===== config.mk =====
export PLATFORM = sky130hd
export DESIGN_NAME = mcyc_timer
export DESIGN_NICKNAME = d
export VERILOG_FILES = /design/src/rtl/mcyc_pkg.sv /design/src/rtl/mcyc_phase_gen.sv /design/src/rtl/mcyc_pin_sampler.sv /design/src/rtl/mcyc_count_reg.sv /design/src/rtl/mcyc_timer.sv
export SDC_FILE = /design/constraint.sdc
export NUM_CORES = 1
export LEC_CHECK = 0
export ABC_AREA = 1
export BUFFER_PORTS_ARGS = -buffer_cell sky130_fd_sc_hd__buf_2
export CORE_MARGIN = 5
export CORE_UTILIZATION = 51
export DETAILED_ROUTE_END_ITERATION = 7
export PLACE_DENSITY = 0.85
export RECOVER_POWER = 50
export SYNTH_ARGS = -nofsm -noshare
export SYNTH_HDL_FRONTEND = slang
export SYNTH_SLANG_ARGS = --single-unit

===== constraint.sdc =====
create_clock -name clk -period 1.9 [get_ports clk]
set_clock_uncertainty 0.1 [all_clocks]
set_input_delay 0.19 -clock clk [delete_from_list [all_inputs] [get_ports clk]]
set_output_delay 0.19 -clock clk [all_outputs]
set_load 0.02 [all_outputs]

===== src/rtl/mcyc_pkg.sv =====
package mcyc_pkg;

   typedef enum logic {
      MODE_CYCLES = 1'b0,
      MODE_EDGES  = 1'b1
   } cnt_mode_e;

   localparam int unsigned PIN_COUNT = 0;
   localparam int unsigned PIN_GATE  = 1;
   localparam int unsigned PIN_NUM   = 2;

endpackage


===== src/rtl/mcyc_phase_gen.sv =====
module mcyc_phase_gen #(
   parameter int unsigned CYC_LEN   = 12,
   parameter int unsigned SAMPLE_PH = 9,
   parameter int unsigned PH_W      = 4
) (
   input  logic            clk,
   input  logic            rst_n,
   output logic [PH_W-1:0] phase_o,
   output logic            smp_stb_o,
   output logic            end_stb_o
);

   localparam logic [PH_W-1:0] LAST_PH = PH_W'(CYC_LEN - 1);
   localparam logic [PH_W-1:0] SMP_PH  = PH_W'(SAMPLE_PH);

   logic [PH_W-1:0] phase_q;

   always_ff @(posedge clk) begin
      if (!rst_n) begin
         phase_q <= '0;
      end else if (phase_q == LAST_PH) begin
         phase_q <= '0;
      end else begin
         phase_q <= phase_q + PH_W'(1);
      end
   end

   assign phase_o   = phase_q;
   assign smp_stb_o = (phase_q == SMP_PH);
   assign end_stb_o = (phase_q == LAST_PH);

endmodule


===== src/rtl/mcyc_pin_sampler.sv =====
module mcyc_pin_sampler
   import mcyc_pkg::*;
#(
   parameter int unsigned SYNC_STAGES = 0
) (
   input  logic clk,
   input  logic rst_n,
   input  logic smp_stb_i,
   input  logic cnt_pin_i,
   input  logic gate_pin_i,
   output logic fall_pend_o,
   output logic gate_smp_o
);

   logic [PIN_NUM-1:0] raw;
   logic [PIN_NUM-1:0] pins;

   assign raw[PIN_COUNT] = cnt_pin_i;
   assign raw[PIN_GATE]  = gate_pin_i;

   generate
      if (SYNC_STAGES == 0) begin : g_direct
         assign pins = raw;
      end else begin : g_sync
         logic [PIN_NUM-1:0] chain [SYNC_STAGES];
         for (genvar s = 0; s < SYNC_STAGES; s++) begin : g_stage
            always_ff @(posedge clk) begin
               if (!rst_n) begin
                  chain[s] <= '0;
               end else if (s == 0) begin
                  chain[s] <= raw;
               end else begin
                  chain[s] <= chain[(s == 0) ? 0 : s-1];
               end
            end
         end
         assign pins = chain[SYNC_STAGES-1];
      end
   endgenerate

   logic cnt_smp_q;
   logic fall_q;
   logic gate_q;

   always_ff @(posedge clk) begin
      if (!rst_n) begin
         cnt_smp_q <= 1'b0;
         fall_q    <= 1'b0;
         gate_q    <= 1'b0;
      end else if (smp_stb_i) begin
         cnt_smp_q <= pins[PIN_COUNT];
         fall_q    <= cnt_smp_q & ~pins[PIN_COUNT];
         gate_q    <= pins[PIN_GATE];
      end
   end

   assign fall_pend_o = fall_q;
   assign gate_smp_o  = gate_q;

endmodule


===== src/rtl/mcyc_count_reg.sv =====
module mcyc_count_reg #(
   parameter int unsigned CNT_W = 16
) (
   input  logic             clk,
   input  logic             rst_n,
   input  logic             inc_i,
   input  logic             load_i,
   input  logic [CNT_W-1:0] load_val_i,
   output logic [CNT_W-1:0] count_o,
   output logic             ovf_o
);

   localparam logic [CNT_W-1:0] ALL_ONES = '1;

   logic [CNT_W-1:0] cnt_q;
   logic             ovf_q;

   always_ff @(posedge clk) begin
      if (!rst_n) begin
         cnt_q <= '0;
         ovf_q <= 1'b0;
      end else if (load_i) begin
         cnt_q <= load_val_i;
         ovf_q <= 1'b0;
      end else if (inc_i) begin
         cnt_q <= cnt_q + CNT_W'(1);
         ovf_q <= (cnt_q == ALL_ONES);
      end else begin
         ovf_q <= 1'b0;
      end
   end

   assign count_o = cnt_q;
   assign ovf_o   = ovf_q;

endmodule


===== src/rtl/mcyc_timer.sv =====
module mcyc_timer
   import mcyc_pkg::*;
#(
   parameter int unsigned CNT_W       = 16,
   parameter int unsigned CYC_LEN     = 12,
   parameter int unsigned SAMPLE_PH   = 9,
   parameter int unsigned SYNC_STAGES = 0
) (
   input  logic             clk,
   input  logic             rst_n,
   input  logic             run_i,
   input  logic             sel_edge_i,
   input  logic             gate_en_i,
   input  logic             cnt_pin_i,
   input  logic             gate_pin_i,
   input  logic             load_i,
   input  logic [CNT_W-1:0] load_val_i,
   output logic [CNT_W-1:0] count_o,
   output logic             ovf_o
);

   localparam int unsigned PH_W = (CYC_LEN > 1) ? $clog2(CYC_LEN) : 1;

   generate
      if (CNT_W < 2) begin : g_bad_width
         $error("mcyc_timer: CNT_W must be at least 2");
      end
      if (CYC_LEN < 3) begin : g_bad_len
         $error("mcyc_timer: CYC_LEN must be at least 3");
      end
      if (SAMPLE_PH >= CYC_LEN - 1) begin : g_bad_phase
         $error("mcyc_timer: SAMPLE_PH must precede the last phase");
      end
   endgenerate

   logic [PH_W-1:0] phase;
   logic            smp_stb;
   logic            end_stb;
   logic            fall_pend;
   logic            gate_smp;
   logic            gate_ok;
   logic            event_ok;
   logic            inc;
   cnt_mode_e       mode;

   assign mode = cnt_mode_e'(sel_edge_i);

   mcyc_phase_gen #(
      .CYC_LEN   (CYC_LEN),
      .SAMPLE_PH (SAMPLE_PH),
      .PH_W      (PH_W)
   ) u_phase (
      .clk       (clk),
      .rst_n     (rst_n),
      .phase_o   (phase),
      .smp_stb_o (smp_stb),
      .end_stb_o (end_stb)
   );

   mcyc_pin_sampler #(
      .SYNC_STAGES (SYNC_STAGES)
   ) u_sampler (
      .clk         (clk),
      .rst_n       (rst_n),
      .smp_stb_i   (smp_stb),
      .cnt_pin_i   (cnt_pin_i),
      .gate_pin_i  (gate_pin_i),
      .fall_pend_o (fall_pend),
      .gate_smp_o  (gate_smp)
   );

   assign gate_ok  = ~gate_en_i | gate_smp;
   assign event_ok = (mode == MODE_EDGES) ? fall_pend : 1'b1;
   assign inc      = end_stb & run_i & gate_ok & event_ok;

   mcyc_count_reg #(
      .CNT_W (CNT_W)
   ) u_count (
      .clk        (clk),
      .rst_n      (rst_n),
      .inc_i      (inc),
      .load_i     (load_i),
      .load_val_i (load_val_i),
      .count_o    (count_o),
      .ovf_o      (ovf_o)
   );

endmodule


==> impl_results.md, run 1 <==
- Status: finished clean
- EDFF count, synth: 0
- Main flop type after synthesis: dfxtp_1
- CP Cell Sequence: ha_1 -> nand3_2 -> nor3_2 -> nand2_1 -> nor4_1
- CTS buffer count: 3
- Worst path slowest cell: dfxtp_1
- Sink Count: 24
- Overflow after GRT: 0
- CTS tree: built
- Fin Setup TNS: 0 ns
- First-pass GRT wire length: 5.93 mm
- Die Width: 62.8 microns
- Area grow syn2layout: 17.1%
- F_max: 0.602 GHz
- Final-report setup violation count: 0
- Worst-Skew Late Latency: 0.32 ns
- Crit-path max FO: 6
- Commonest cells in the netlist: 51 x nand2_1, 30 x nor2_1, 24 x dfxtp_1, 21 x inv_1, 17 x nand3_1
- CP Launch Type: register
- Site Rows: 19
- CP endpoint kind: register
- Cts repair resizes: 0
- Clock buffer depth: 2
- DR iter-0 viols: 42
- DR pass1 iterations: 4
- Number of H-tree levels: 1
- Largest cells by area after synthesis: dfxtp_1 34%, nand2_1 13%, nor2_1 7.9%, nand3_1 6.0%, inv_1 5.5%
- Fillers: 277
- Synth Instances: 209
- Crit path kind: reg2reg
- Diode count: 0
- Vias/cell: 5.19
- Share of cells above drive strength 1: 0.189
- FFs w/ async S/R, synth: 0
- Wirelength per Cell: 12.4 microns
- CORE AREA: 2710 sq um
- Largest net degree at the start of global routing: 15
- Synth unique cells: 33
- Tot GR Track Use: 0.179
- Post-route minimum period: 1.66 ns
- Power Total: 1.11 mW
- Die Height: 62.8 microns
- I/O Buffers: 40
- Vias in the first global route: 1335
- RePlAce Congestion: 0.890
- Post-CTS Setup Bufs: 0
- Synth Area per Inst: 6.81 sq um
- Delay-heaviest family, CP: simple AND/OR/NAND/NOR gates
- Clk root buf: clkbuf_4
- Sequential-to-total area share from yosys stat: 0.337
- Unrepaired setup endpoints after global routing: no
- Routed via count: 1452
- Hold WS: 0.0164 ns
- Drc violations: 0
- Pwr Density: 666 nW/um^2
- Syn nets: 236
- Yosys top cell area share: 0.337
- Starting Density: 0.525
- Fin. max-slew vios: 0
- Worst path bufs/invs: 0
- Number of nets with antenna violations after routing: 0
- Cts hold-fix bufs: 0
- Final worst path period share: 0.874
- Initial antenna violation count: 0
- Max_cap viols: 0
- Reg clk slew, reported paths: 0.14 ns
- Synth Register Bits: 24
- Fin nets: 277
- Top-count cell post-synth: nand2_1
- Synth warn: 0
- Post-DP HPWL: 2.63 mm
- Largest stage delay, worst path: 0.46 ns
- Maximum VDD drop: 0.586 mV
- Num ports: 41
- Syn Std Cell Area: 1420 sq um
- Hold violation total from the final report: 0
- Die ar.: 3950 sq um
- CP required: 2.02 ns
- Max transition margin: 0.697
- Arrival @ worst endpoint: 1.78 ns
- Worst Tran Pin Value: 0.453 ns
- Detailed Route WL: 3.46 mm
- Hold/Removal Path Class: in2reg
- Yosys top cell by area: dfxtp_1
- Static leakage: 0.707 nW
through the flow:
stage	util	area (sq um)	std cells	worst slack, ns
floorplan	-	1420	209	0.320
global placement	0.605	1640	276	0.304
detailed placement	0.605	1640	276	0.272
CTS	0.624	1690	280	0.238
global route	0.615	1670	280	0.0949
finish	0.615	1670	280	0.239
registers in the layout, summed over array words and instances (netlist names):
signal / flops
u_count.count_o: 16
u_phase.phase_o: 4
u_sampler.cnt_smp_q: 1
u_count.ovf_o: 1
u_sampler.fall_pend_o: 1
u_sampler.gate_smp_o: 1
layer usage:
layer | GRT usage | wire length (microns) | part of all wire
met5 | 0 | 0 | 0
met2 | 0.288 | 1700 | 0.49
met3 | 0.0342 | 192 | 0.055
met4 | 0.0557 | 0 | 0
met1 | 0.241 | 1570 | 0.45
final timing paths:
| kind | from | endpoint | slack [ns] | cells after the start |
|---|---|---|---|---|
| setup / recovery | u_count.count_o[0] | u_count.ovf_o | 0.24 | 5 |
| hold / removal | cnt_pin_i | u_sampler.fall_pend_o | 0.02 | 4 |
| setup reg to reg | u_count.count_o[0] | u_count.ovf_o | 0.24 | 5 |
| hold reg to reg | u_sampler.cnt_smp_q | u_sampler.fall_pend_o | 0.37 | 2 |
worst min-delay path: cells and delay by family:
family / cells / cell delay [ns]
buffers and inverters: 1 / 0.08
and+or+nand+nor: 2 / 0.09
AOI/OAI and AO/OA: 1 / 0.05
cells in the final DEF (no fill, tap or decap), types with 2 or more instances in the layout:
cell,instances
o21ai_1,7
nor2_4,2
nor2_1,30
clkbuf_1,15
a21oi_1,10
a31oi_1,3
dfxtp_1,24
buf_2,25
inv_2,2
nand2_1,51
o21ai_0,7
nand4_1,3
xnor2_1,2
nand3_1,18
ha_1,3
nand2_4,2
inv_1,21
nor2_2,3
xor2_1,4
clkbuf_4,3
power breakdown:
| part | switching, mW | total (mW) | internal [mW] |
|---|---|---|---|
| clock network | 0.165 | 0.379 | 0.213 |
| logic | 0.105 | 0.170 | 0.0649 |
| registers | 0.0327 | 0.562 | 0.530 |
area by class of cell:
class                           count  area, sq um  share of cell area
Multi-Input combinational cell    156          816               0.489
Tap cell                           31         38.8              0.0233
Inverter                           24         91.3              0.0548
Timing Repair Buffer               41          189               0.113
Clock inverter                      1         30.0              0.0180
Sequential cell                    24          480               0.288
Clock buffer                        3         22.5              0.0135
cells by family after synthesis:
logic type / Yosys count / synth area share
simple gates: 115 / 0.381
fa+ha+maj: 3 / 0.0264
buf+inv: 29 / 0.0861
flops: 24 / 0.337
compound gates: 32 / 0.132
xor+xnor: 6 / 0.0369
Power figures use the tool's default switching activity.
==> run 2: changes to the inputs <==
--- a/config.mk
+++ b/config.mk
@@ -12,6 +12,7 @@
 export DETAILED_ROUTE_END_ITERATION = 7
 export PLACE_DENSITY = 0.85
 export RECOVER_POWER = 50
+export REMOVE_ABC_BUFFERS = 1
 export SYNTH_ARGS = -nofsm -noshare
 export SYNTH_HDL_FRONTEND = slang
 export SYNTH_SLANG_ARGS = --single-unit
==> constraint.sdc (replaced) <==
create_clock -name clk -period 1.88 [get_ports clk]
set_clock_uncertainty 0.1 [all_clocks]
set_input_delay 0.188 -clock clk [delete_from_list [all_inputs] [get_ports clk]]
set_output_delay 0.188 -clock clk [all_outputs]
set_load 0.02 [all_outputs]
==> run 2 against run 1 <==
Critical path depth is 4 higher. Design area is 1.4% lower. Sequential power increased by 1%. Combinational power increased by 2%. Register-to-register slack got worse by 0.04 ns. Sequential share of layout area is 0.39 points higher. Die area did not move. Clock power decreased by 40%. Via count rose by 1.8%. Worst hold slack improved by 0.0091 ns. Highest routed layer is now met4. Critical path type unchanged. Global-route usage about the same.
==> impl_results.md, run 2 (same netlist as run 1, synthesis figures left out) <==
- Status: finished clean (unchanged)
- Maximum VDD drop: 0.404 mV (was 0.586 mV)
- Die Width: 62.8 microns (unchanged)
- M2 GR Usage: 0.293 (was 0.288)
- Cts hold-fix bufs: 0 (unchanged)
- Static leakage: 0.697 nW (was 0.707 nW)
- Max_cap viols: 0 (unchanged)
- DR iter-0 viols: 87 (was 42)
- Num ports: 41 (unchanged)
- GRT met1 Usage: 0.238 (was 0.241)
- Pwr Density: 589 nW/um^2 (was 666 nW/um^2)
- Max FFs per register: 16 (unchanged)
- Fin. max-slew vios: 0 (unchanged)
- CP endpoint kind: register (unchanged)
- I/O Buffers: 40 (unchanged)
- Site Rows: 19 (unchanged)
- Worst-Skew Late Latency: 0.32 ns (about the same)
- Die ar.: 3950 sq um (unchanged)
- Share of cells above drive strength 1: 0.194 (was 0.189)
- Post-DP HPWL: 2.69 mm (was 2.63 mm)
- CP Launch Type: register (unchanged)
- Overflow after GRT: 0 (unchanged)
- Routed via count: 1478 (was 1452)
- First-pass GRT wire length: 5.93 mm (unchanged)
- DR pass1 iterations: 4 (unchanged)
- Number of nets with antenna violations after routing: 0 (unchanged)
- CORE AREA: 2710 sq um (unchanged)
- Reg clk slew, reported paths: 0.14 ns (about the same)
- Max transition margin: 0.706 (was 0.697)
- Diode count: 0 (unchanged)
- Power Total: 0.969 mW (was 1.11 mW)
- GRT busiest layer: met2 (unchanged)
- Worst Tran Pin Value: 0.440 ns (was 0.453 ns)
- Most common cell after layout, fill and taps aside: nand2_1 (unchanged)
- Post-route minimum period: 1.68 ns (was 1.66 ns)
- Hold violation total from the final report: 0 (unchanged)
- Initial antenna violation count: 0 (unchanged)
- F_max: 0.595 GHz (was 0.602 GHz)
- Detailed Route WL: 3.46 mm (about the same)
- Wirelength per Cell: 12.4 microns (about the same)
- CP required: 2.05 ns (was 2.02 ns)
- CTS buffer count: 3 (unchanged)
- Number of H-tree levels: 1 (unchanged)
- Clock buffer depth: 2 (unchanged)
- Util after Layout: 0.607 (was 0.615)
- Vias in the first global route: 1383 (was 1335)
- Crit path kind: reg2reg (unchanged)
- Clk root buf: clkbuf_4 (unchanged)
- RePlAce Congestion: 0.886 (was 0.890)
- Final-report setup violation count: 0 (unchanged)
- Met3 GRT Util: 0.0234 (was 0.0342)
- Crit-path max FO: 8 (was 6)
- Hold WS: 0.0255 ns (was 0.0164 ns)
- Die Height: 62.8 microns (unchanged)
- Starting Density: 0.525 (unchanged)
- CTS tree: built (unchanged)
- Area grow syn2layout: 15.6% (was 17.1%)
- Tot GR Track Use: 0.179 (about the same)
- Commonest non-fill, non-tap cells in the layout: 51 x nand2_1, 30 x nor2_1, 26 x buf_2, 24 x dfxtp_1, 21 x inv_1 (was 51 x nand2_1, 30 x nor2_1, 25 x buf_2, 24 x dfxtp_1, 21 x inv_1)
- Sink Count: 24 (unchanged)
- Final worst path period share: 0.894 (was 0.874)
- Largest net degree at the start of global routing: 14 (was 15)
- Arrival @ worst endpoint: 1.85 ns (was 1.78 ns)
- Drc violations: 0 (unchanged)
- Vias/cell: 5.30 (was 5.19)
- Fin nets: 277 (unchanged)
- Hold/Removal Path Class: in2reg (unchanged)
run 2: cell types whose count changed in the layout (fill, tap and decap cells not counted), sizes merged:
cell	previous run	this run
bufinv	1	0
clkbuf	18	17
buf	26	27
run 2: path summary, 6_finish.rpt:
check,start,end,slack (ns),depth (start not counted)
max,u_phase.phase_o[0],u_count.count_o[10],0.20,9
min,load_val_i[4],u_count.count_o[4],0.03,3
max reg2reg,u_phase.phase_o[0],u_count.count_o[10],0.20,9
min reg2reg,u_sampler.cnt_smp_q,u_sampler.cnt_smp_q,0.38,2
run 2: layer usage:
metal	up-vias	share of wire
met5	-	0
met4	0	0.021
met3	8	0.047
met2	44	0.47
met1	668	0.46
li1	758	-
run 2: area by class of cell:
| class | instances | area, sq um |
|---|---|---|
| Fill cell | 281 | 1060 |
| Multi-Input combinational cell | 156 | 822 |
| Sequential cell | 24 | 480 |
| Timing Repair Buffer | 41 | 190 |
| Inverter | 24 | 91.3 |
| Tap cell | 31 | 38.8 |
| Clock buffer | 3 | 22.5 |
run 2: through the flow:
| step | setup TNS [ns] | instance area (sq um) | cells | worst slack [ns] |
|---|---|---|---|---|
| detailed placement | 0 | 1640 | 276 | 0.260 |
| global placement | 0 | 1640 | 276 | 0.309 |
| floorplan | 0 | 1390 | 204 | 0.291 |
| CTS | 0 | 1660 | 279 | 0.241 |
| finish | 0 | 1650 | 279 | 0.200 |
| global route | -0.0277 | 1650 | 279 | -0.0277 |
run 2: power breakdown:
part	switching (mW)	internal [mW]
Sequential	0.0328	0.535
Combinational	0.107	0.0663
Clock	0.153	0.0751
run 2: repair_timing:
item                       in CTS  in global routing
hold endpoints to repair        0                  0
gates resized for setup         0                  1
setup endpoints to repair       0                  1
setup buffers                   0                  0
run 2: worst max-delay path, cell delays in order (launching register included):
cell	delay (ns)
dfxtp_1	0.40
ha_1	0.20
nand3_1	0.15
nor2_4	0.20
nand3_4	0.11
clkinv_2	0.15
nand2_1	0.08
nor2_1	0.10
nor2_1	0.06
nor2_1	0.09
